$ cat config.mk
export PLATFORM = sky130hd
export DESIGN_NAME = ptw_walker
export DESIGN_NICKNAME = d
export VERILOG_FILES = /design/src/rtl/ptw_pkg.sv /design/src/rtl/ptw_entry_addr.sv /design/src/rtl/ptw_leaf_judge.sv /design/src/rtl/ptw_walker.sv
export SDC_FILE = /design/constraint.sdc
export NUM_CORES = 1
export LEC_CHECK = 0
export ABC_AREA = 1
export CORE_MARGIN = 2
export CORE_UTILIZATION = 45
export CTS_CLUSTER_SIZE = 25
export DETAILED_ROUTE_END_ITERATION = 12
export DONT_BUFFER_PORTS = 1
export GPL_TIMING_DRIVEN = 0
export PLACE_DENSITY_LB_ADDON = 0.12
export SLEW_MARGIN = 20
export SYNTH_ARGS = -nofsm -noshare
export SYNTH_HDL_FRONTEND = slang
export SYNTH_SLANG_ARGS = --single-unit
$ cat constraint.sdc
create_clock -name clk -period 2.55 [get_ports clk]
set_input_delay 0.1275 -clock clk [delete_from_list [all_inputs] [get_ports clk]]
set_output_delay 0.1275 -clock clk [all_outputs]
set_load 0.01 [all_outputs]
$ cat src/rtl/ptw_pkg.sv
package ptw_pkg;

   localparam logic [1:0] ACC_FETCH = 2'd0;
   localparam logic [1:0] ACC_LOAD  = 2'd1;
   localparam logic [1:0] ACC_STORE = 2'd2;

   localparam logic [1:0] PL_USER  = 2'd0;
   localparam logic [1:0] PL_SUPER = 2'd1;
   localparam logic [1:0] PL_MACH  = 2'd3;

   localparam logic [1:0] XM_BARE  = 2'd0;
   localparam logic [1:0] XM_T32   = 2'd1;
   localparam logic [1:0] XM_T39   = 2'd2;

   // entry flag positions, fixed by the table format
   localparam int BIT_V = 0;
   localparam int BIT_R = 1;
   localparam int BIT_W = 2;
   localparam int BIT_X = 3;
   localparam int BIT_U = 4;
   localparam int BIT_A = 6;
   localparam int BIT_D = 7;
   localparam int PN_LSB = 10;

   typedef enum logic [2:0] {
      WK_IDLE,
      WK_FETCH,
      WK_JUDGE,
      WK_RECHECK,
      WK_STORE,
      WK_REPLY
   } walk_state_e;

endpackage

$ cat src/rtl/ptw_entry_addr.sv
module ptw_entry_addr #(
   parameter int PA_W  = 56,
   parameter int OFS_W = 12,
   localparam int PN_W = PA_W - OFS_W
) (
   input  logic [PN_W-1:0] table_pn,
   input  logic [1:0]      level,
   input  logic            fmt39,
   input  logic [38:0]     vaddr,
   output logic [PA_W-1:0] entry_addr
);
   logic [4:0]  shamt;
   logic [9:0]  index;
   logic [38:0] shifted;

   always_comb begin
      shamt   = fmt39 ? 5'(9 * level) : 5'(10 * level);
      shifted = vaddr >> (OFS_W + int'(shamt));
      index   = fmt39 ? {1'b0, shifted[8:0]} : shifted[9:0];
      entry_addr = {table_pn, {OFS_W{1'b0}}} +
                   (PA_W'(index) << (fmt39 ? 3 : 2));
   end

   logic unused_hi;
   assign unused_hi = ^shifted[38:10];
endmodule

$ cat src/rtl/ptw_leaf_judge.sv
module ptw_leaf_judge
   import ptw_pkg::*;
#(
   parameter int PA_W  = 56,
   parameter int OFS_W = 12,
   localparam int PN_W = PA_W - OFS_W
) (
   input  logic [63:0]     pte,
   input  logic [1:0]      level,
   input  logic            fmt39,
   input  logic [1:0]      kind,
   input  logic [1:0]      priv,
   input  logic            sum,
   input  logic            mxr,
   input  logic [38:0]     vaddr,
   output logic            is_ptr,
   output logic            fault,
   output logic            need_upd,
   output logic [PN_W-1:0] next_pn,
   output logic [PN_W-1:0] phys_pn,
   output logic [63:0]     upd_pte,
   output logic            perm_r,
   output logic            perm_w,
   output logic            perm_x
);
   logic v, r, w, x, u, a, d, leaf, is_store, is_fetch;
   logic [4:0]      shamt;
   logic [PN_W-1:0] low_mask, vpn;
   logic bad_enc, bad_user, bad_super, bad_align, bad_perm;

   always_comb begin
      v = pte[BIT_V]; r = pte[BIT_R]; w = pte[BIT_W]; x = pte[BIT_X];
      u = pte[BIT_U]; a = pte[BIT_A]; d = pte[BIT_D];
      is_store = (kind == ACC_STORE);
      is_fetch = (kind == ACC_FETCH);
      next_pn  = fmt39 ? PN_W'(pte[53:PN_LSB]) : PN_W'(pte[31:PN_LSB]);
      vpn      = fmt39 ? PN_W'(vaddr[38:OFS_W]) : PN_W'(vaddr[31:OFS_W]);
      shamt    = fmt39 ? 5'(9 * level) : 5'(10 * level);
      low_mask = (PN_W'(1) << shamt) - PN_W'(1);

      leaf      = v & (r | w | x);
      is_ptr    = v & ~(r | w | x) & (level != 2'd0);
      bad_enc   = w & ~r;
      bad_user  = u & (priv != PL_USER) & (~sum | is_fetch);
      bad_super = ~u & (priv != PL_SUPER);
      bad_align = |(next_pn & low_mask);
      case (kind)
         ACC_LOAD:  bad_perm = ~(r | (x & mxr));
         ACC_STORE: bad_perm = ~w;
         default:   bad_perm = ~x;
      endcase

      fault    = ~v | (~leaf & ~is_ptr) |
                 (leaf & (bad_enc | bad_user | bad_super | bad_align | bad_perm));
      need_upd = ~a | (is_store & ~d);
      upd_pte  = pte;
      upd_pte[BIT_A] = 1'b1;
      if (is_store) upd_pte[BIT_D] = 1'b1;

      phys_pn = next_pn | (vpn & low_mask);
      perm_r  = r | (x & mxr);
      perm_w  = w & (is_store | d);
      perm_x  = x;
   end

   logic unused_bits;
   assign unused_bits = ^{pte[63:54], pte[9:8], pte[5]};
endmodule

$ cat src/rtl/ptw_walker.sv
module ptw_walker
   import ptw_pkg::*;
#(
   parameter int PA_W    = 56,
   parameter int OFS_W   = 12,
   parameter bit SV39_EN = 1'b1
) (
   input  logic                  clk,
   input  logic                  rst_n,
   input  logic                  req_valid,
   output logic                  req_ready,
   input  logic [63:0]           req_vaddr,
   input  logic [1:0]            req_kind,
   input  logic [1:0]            req_priv,
   input  logic                  req_mprv,
   input  logic [1:0]            req_mpp,
   input  logic                  req_sum,
   input  logic                  req_mxr,
   input  logic [PA_W-OFS_W-1:0] req_root,
   input  logic [1:0]            req_mode,
   output logic                  resp_valid,
   output logic                  resp_fault,
   output logic [PA_W-1:0]       resp_paddr,
   output logic                  resp_r,
   output logic                  resp_w,
   output logic                  resp_x,
   output logic                  mem_req,
   output logic                  mem_we,
   output logic                  mem_wide,
   output logic [PA_W-1:0]       mem_addr,
   output logic [63:0]           mem_wdata,
   input  logic                  mem_ack,
   input  logic [63:0]           mem_rdata
);
   localparam int PN_W = PA_W - OFS_W;

   initial begin
      if (PA_W < 34 || PA_W > 56 || OFS_W != 12)
         $error("ptw_walker: unsupported address configuration");
   end

   walk_state_e st;
   logic [38:0]     r_va;
   logic [1:0]      r_kind, r_priv, r_lvl;
   logic            r_sum, r_mxr, r_fmt39;
   logic [PN_W-1:0] r_root, r_base;
   logic [63:0]     r_pte;
   logic            r_fault, r_r, r_w, r_x;
   logic [PA_W-1:0] r_paddr;

   // effective privilege and address-form check at request time
   logic [1:0] eff_priv;
   logic       fmt_ok;
   assign eff_priv = (req_priv == PL_MACH && req_kind != ACC_FETCH && req_mprv)
                     ? req_mpp : req_priv;

   if (SV39_EN) begin : g_fmt39
      assign fmt_ok = (req_mode == XM_T32) ||
                      (req_mode == XM_T39 &&
                       ((&req_vaddr[63:38]) || !(|req_vaddr[63:38])));
   end else begin : g_fmt32_only
      logic unused_va;
      assign unused_va = ^req_vaddr[63:39];
      assign fmt_ok = (req_mode == XM_T32);
   end

   logic [PA_W-1:0] ent_addr;
   ptw_entry_addr #(.PA_W(PA_W), .OFS_W(OFS_W)) u_addr (
      .table_pn(r_base), .level(r_lvl), .fmt39(r_fmt39), .vaddr(r_va),
      .entry_addr(ent_addr)
   );

   logic            j_ptr, j_fault, j_upd, j_r, j_w, j_x;
   logic [PN_W-1:0] j_next, j_phys;
   logic [63:0]     j_upd_pte;
   ptw_leaf_judge #(.PA_W(PA_W), .OFS_W(OFS_W)) u_judge (
      .pte(r_pte), .level(r_lvl), .fmt39(r_fmt39), .kind(r_kind),
      .priv(r_priv), .sum(r_sum), .mxr(r_mxr), .vaddr(r_va),
      .is_ptr(j_ptr), .fault(j_fault), .need_upd(j_upd),
      .next_pn(j_next), .phys_pn(j_phys), .upd_pte(j_upd_pte),
      .perm_r(j_r), .perm_w(j_w), .perm_x(j_x)
   );

   logic [63:0] rd_pte;
   assign rd_pte = r_fmt39 ? mem_rdata : {32'd0, mem_rdata[31:0]};

   assign req_ready  = (st == WK_IDLE);
   assign resp_valid = (st == WK_REPLY);
   assign resp_fault = r_fault;
   assign resp_paddr = r_paddr;
   assign resp_r     = r_r;
   assign resp_w     = r_w;
   assign resp_x     = r_x;
   assign mem_req    = (st == WK_FETCH) || (st == WK_RECHECK) || (st == WK_STORE);
   assign mem_we     = (st == WK_STORE);
   assign mem_wide   = r_fmt39;
   assign mem_addr   = ent_addr;
   assign mem_wdata  = j_upd_pte;

   always_ff @(posedge clk or negedge rst_n) begin
      if (!rst_n) begin
         st <= WK_IDLE;
         r_va <= '0; r_kind <= '0; r_priv <= '0; r_lvl <= '0;
         r_sum <= 1'b0; r_mxr <= 1'b0; r_fmt39 <= 1'b0;
         r_root <= '0; r_base <= '0; r_pte <= '0;
         r_fault <= 1'b0; r_r <= 1'b0; r_w <= 1'b0; r_x <= 1'b0;
         r_paddr <= '0;
      end else begin
         case (st)
            WK_IDLE: if (req_valid) begin
               r_va    <= req_vaddr[38:0];
               r_kind  <= req_kind;
               r_priv  <= eff_priv;
               r_sum   <= req_sum;
               r_mxr   <= req_mxr;
               r_fmt39 <= (req_mode == XM_T39);
               r_root  <= req_root;
               r_base  <= req_root;
               r_lvl   <= (req_mode == XM_T39) ? 2'd2 : 2'd1;
               r_paddr <= '0;
               {r_r, r_w, r_x} <= 3'b000;
               r_fault <= 1'b0;
               if (req_mode == XM_BARE || eff_priv == PL_MACH) begin
                  r_paddr <= req_vaddr[PA_W-1:0];
                  {r_r, r_w, r_x} <= 3'b111;
                  st <= WK_REPLY;
               end else if (!fmt_ok) begin
                  r_fault <= 1'b1;
                  st <= WK_REPLY;
               end else begin
                  st <= WK_FETCH;
               end
            end
            WK_FETCH: if (mem_ack) begin
               r_pte <= rd_pte;
               st    <= WK_JUDGE;
            end
            WK_JUDGE: begin
               if (j_fault) begin
                  r_fault <= 1'b1;
                  st <= WK_REPLY;
               end else if (j_ptr) begin
                  r_base <= j_next;
                  r_lvl  <= r_lvl - 2'd1;
                  st <= WK_FETCH;
               end else if (j_upd) begin
                  st <= WK_RECHECK;
               end else begin
                  r_paddr <= {j_phys, r_va[OFS_W-1:0]};
                  {r_r, r_w, r_x} <= {j_r, j_w, j_x};
                  st <= WK_REPLY;
               end
            end
            WK_RECHECK: if (mem_ack) begin
               if (rd_pte == r_pte) begin
                  st <= WK_STORE;
               end else begin
                  r_base <= r_root;
                  r_lvl  <= r_fmt39 ? 2'd2 : 2'd1;
                  st <= WK_FETCH;
               end
            end
            WK_STORE: if (mem_ack) begin
               r_paddr <= {j_phys, r_va[OFS_W-1:0]};
               {r_r, r_w, r_x} <= {j_r, j_w, j_x};
               st <= WK_REPLY;
            end
            default: st <= WK_IDLE;
         endcase
      end
   end
endmodule

==> flow_summary_export.csv <==
group,metric,value,unit
worst_setup_path,cp.arrival,2.67,ns
worst_setup_path,path_cells,"buf_6 -> buf_8 -> buf_12 -> nand2_8 -> inv_8 -> buf_8 -> o21ai_2 -> o21ai_0 -> o21ai_1 -> o211ai_1 -> o21ai_2",
floorplan,core_region_area,0.0346,mm²
worst_setup_path,worst-setup-path-type,"register to output port",
sta,finalSetupViolCount,113,
global_route,first_global_vias,16200,
synthesis,yosys.area_share.simple,25.6,%
floorplan,io_pins,372,
synthesis,ys_async_sr_fraction,100,%
synthesis,synth_fa_ha_area_share,0.945,%
global_route,grt_max_degree,264,
route,drt_first_pass_iters,8,
sta,slew_headroom,27.4,%
sta,worstMarginPinSlew,1.09,ns
global_route,grt_overflow,0,
sta,skew,0.0154,ns
synthesis,synth_area_per_cell,7.19,µm²
place,io_buffers,0,
global_route,grtUsageTotal,34.3,%
route,drt-total-wl,66100,µm
route,drc_errors,0,
synthesis,synthDistinctLibCells,46,
layout,layout_common_cells,"nand2_1 (548), dfrtp_1 (260), inv_1 (235), dlygate4sd3_1 (177), o21ai_0 (165)",
synthesis,synth_flop_cell,"dfrtp_1",
floorplan,die-height,192,µm
run_status,status,"finished with violations",
power,comb_power_share,56.4,%
synthesis,synth_top_family_by_area,"simple AND/OR/NAND/NOR gates",
clock_tree,cts_tree,"done",
global_route,grt.met3_usage,6.38,%
power,p_leak,10.3,nW
worst_setup_path,cp-start-kind,"register",
floorplan,start_util,45.9,%
floorplan,fp.dieW,192,µm
clock_tree,clock-sinks,263,
synthesis,ys_ff_latch,263,
layout,final_cell_count_no_fill,2968,
sta,whs,-0.745,ns
layout,syn2layout_area_growth,34.3,%
place,placed_cells,2669,
clock_tree,cts-root-buf,"clkbuf_16",
layout,nNetsFinal,2691,
layout,final_common_cell,"nand2_1",
place,pre_cts_ws,-0.810,ns
run,cap_violations,0,
sta,final_hold_viol_count,263,
global_route,grt.met1_usage,45.6,%
power,power_frac_seq,28.3,%
clock_tree,path_clk_slew,0.07,ns
worst_setup_path,worst_path_max_delay_cell,"dfrtp_2",
worst_setup_path,critPathMaxStageDelay,0.46,ns
synthesis,syn-cell-area,0.0159,mm²
route,viasPerCell,5.65,
synthesis,synth_edf_count,0,
synthesis,yosysSeqAreaShare,41.4,%
place,post-dp-hpwl,47700,µm
sta,min_period,2.80,ns
clock_tree,clockBufferDepth,3,
power,swShare,47.9,%
global_route,grt_first_pass_wirelength,95600,µm
sta,period_share,110,%
clock_tree,numCtsBuffers,30,
clock_tree,cts_hold_buf,177,
synthesis,synth_compound_area_share,15.6,%
route,wl_per_cell,22.3,µm
worst_setup_path,worstPathRequired,2.42,ns
clock_tree,clk_latency,0.57,ns
sta,drv_slew,0,
power,p_total,29.3,mW
hold_path,hp-class,"input port to asynchronous set/reset pin",
route,vias,16800,
synthesis,syn_inst,2211,
floorplan,rows,68,
place,gp_congestion,0.999,
global_route,busiest_layer,"met2",
power,vdd_ir_drop_max,0.759,mV
clock_tree,cts_max_level,1,
power,p_per_area,1380,mW/mm²
power,p_int,15.3,mW
synthesis,synth_xor_area_share,3.86,%
worst_setup_path,worstSetupEndpointType,"output port",
route,drtIter0Drc,1419,
worst_setup_path,critPathMaxFanout,8,
floorplan,die-area,0.0368,mm²
global_route,globalRouteMet2Util,56.0,%
sta,rsz0062_at_grt,"yes",
power,p_switching,14.1,mW
synthesis,synth.mux.area_fraction,0.213,%
run_status,violations,"negative hold slack, negative setup slack",
synthesis,yosys_warnings,0,
sta,fmax,357,MHz
sta,postLayoutSetupSlackWorst,-0.252,ns
layout,drive_gt1_share,18.0,%
global_route,antenna_found_initial,2,
worst_setup_path,r2r_setup_slack,-0.21,ns
route,ant_nets,0,
power,pwr-share-clk,15.3,%
[registers in the layout, summed over array words and instances (netlist names), 3 cells and up]
signal and cells:
r_base 44, r_pte 64, r_root 44, r_va 39
resp_paddr 56, st 3
[logic make-up (layout without fill, tap and decap cells)]
logic type / Yosys count / count (layout)
mux: 3 / 3
buf+inv: 429 / 727
simple gates: 986 / 986
flops: 263 / 263
other cells: 2 / 6
compound gates: 446 / 446
fa+ha+maj: 12 / 12
xor+xnor: 70 / 70
[cell usage after synthesis, drive strengths merged (2+ instances only)]
| master | count | area share, % |
|---|---|---|
| o32ai | 17 | 0.94 |
| o22ai | 60 | 2.4 |
| o2111ai | 4 | 0.22 |
| nor2 | 157 | 3.9 |
| nand3 | 120 | 3.8 |
| inv | 255 | 6.0 |
| conb | 2 | 0.047 |
| nand3b | 16 | 0.76 |
| nor3 | 15 | 0.54 |
| a221oi | 3 | 0.17 |
| buf | 106 | 4.7 |
| a31oi | 7 | 0.28 |
| a21oi | 89 | 2.8 |
| nand4 | 12 | 0.47 |
| dfrtp | 263 | 41 |
| mux2 | 3 | 0.21 |
| xor2 | 63 | 3.5 |
| o21ai | 245 | 7.7 |
| o211ai | 8 | 0.38 |
| ha | 12 | 0.95 |
| clkbuf | 67 | 1.6 |
| and2 | 2 | 0.079 |
| nor4 | 6 | 0.24 |
| nand2 | 654 | 16 |
| or2 | 2 | 0.079 |
| o221ai | 8 | 0.44 |
| xnor2 | 7 | 0.39 |
[metal layers]
metal	up-vias	wire length (µm)
met5	-	13
met4	2	2650
met3	144	5460
met2	814	30900
met1	8143	27100
li1	7657	-
[final cells by class]
type	count	area [µm²]
diodes	1	2.50
plain buffers	170	1270
clock buffers	45	898
clock inverters	7	113
fillers	3135	13300
inverters	256	990
multi-input cells	1522	8220
flip-flops and latches	263	6590
well taps	455	569
repair buffers	249	2680
[stage by stage]
stage          cell area (µm²)  util, %  setup TNS (ns)
2_1_floorplan            15900        -               0
3_3_place_gp             16500     47.6          -85.09
3_5_place_dp             16500     47.6          -84.91
4_1_cts                  20200     58.3           -3.16
5_1_grt                  21300     61.6          -22.69
6_report                 21300     61.6          -13.28
[worst paths after layout]
kind | from | to | depth (start not counted)
max | mem_wide | mem_addr[5] | 11
min | rst_n | r_pte[40] | 0
max reg2reg | mem_wide | resp_paddr[4] | 18
min reg2reg | r_root[1] | r_root[1] | 2
max in group asynchronous | rst_n | mem_wide | 0
min in group clk | req_mode[0] | st[2] | 8
[power groups by stage]
| stage | Sequential, mW | Combinational [mW] | Clock (mW) |
|---|---|---|---|
| 4_1_cts | 8.11 | 14.0 | 4.54 |
| 5_1_grt | 8.49 | 17.8 | 4.70 |
| 3_3_place_gp | 8.09 | 11.9 | 0 |
| 3_5_place_dp | 8.14 | 12.0 | 0 |
| 6_report | 8.31 | 16.5 | 4.49 |
| 2_1_floorplan | 7.43 | 8.58 | 0 |
[worst max-delay path: cells and delay by family, from the launching register on]
kind            cells  cell delay, ns
flops               1            0.46
compound gates      5            0.93
buf+inv             5            0.60
simple gates        1            0.12
[timing repair]
action	4_1_cts	5_1_grt
cloned	4	12
setup endpoints to repair	220	188
resized for setup	194	262
endpoints found under the hold margin	522	263
pin swaps	34	60
setup buffers	34	23
Power figures use the tool's default switching activity.
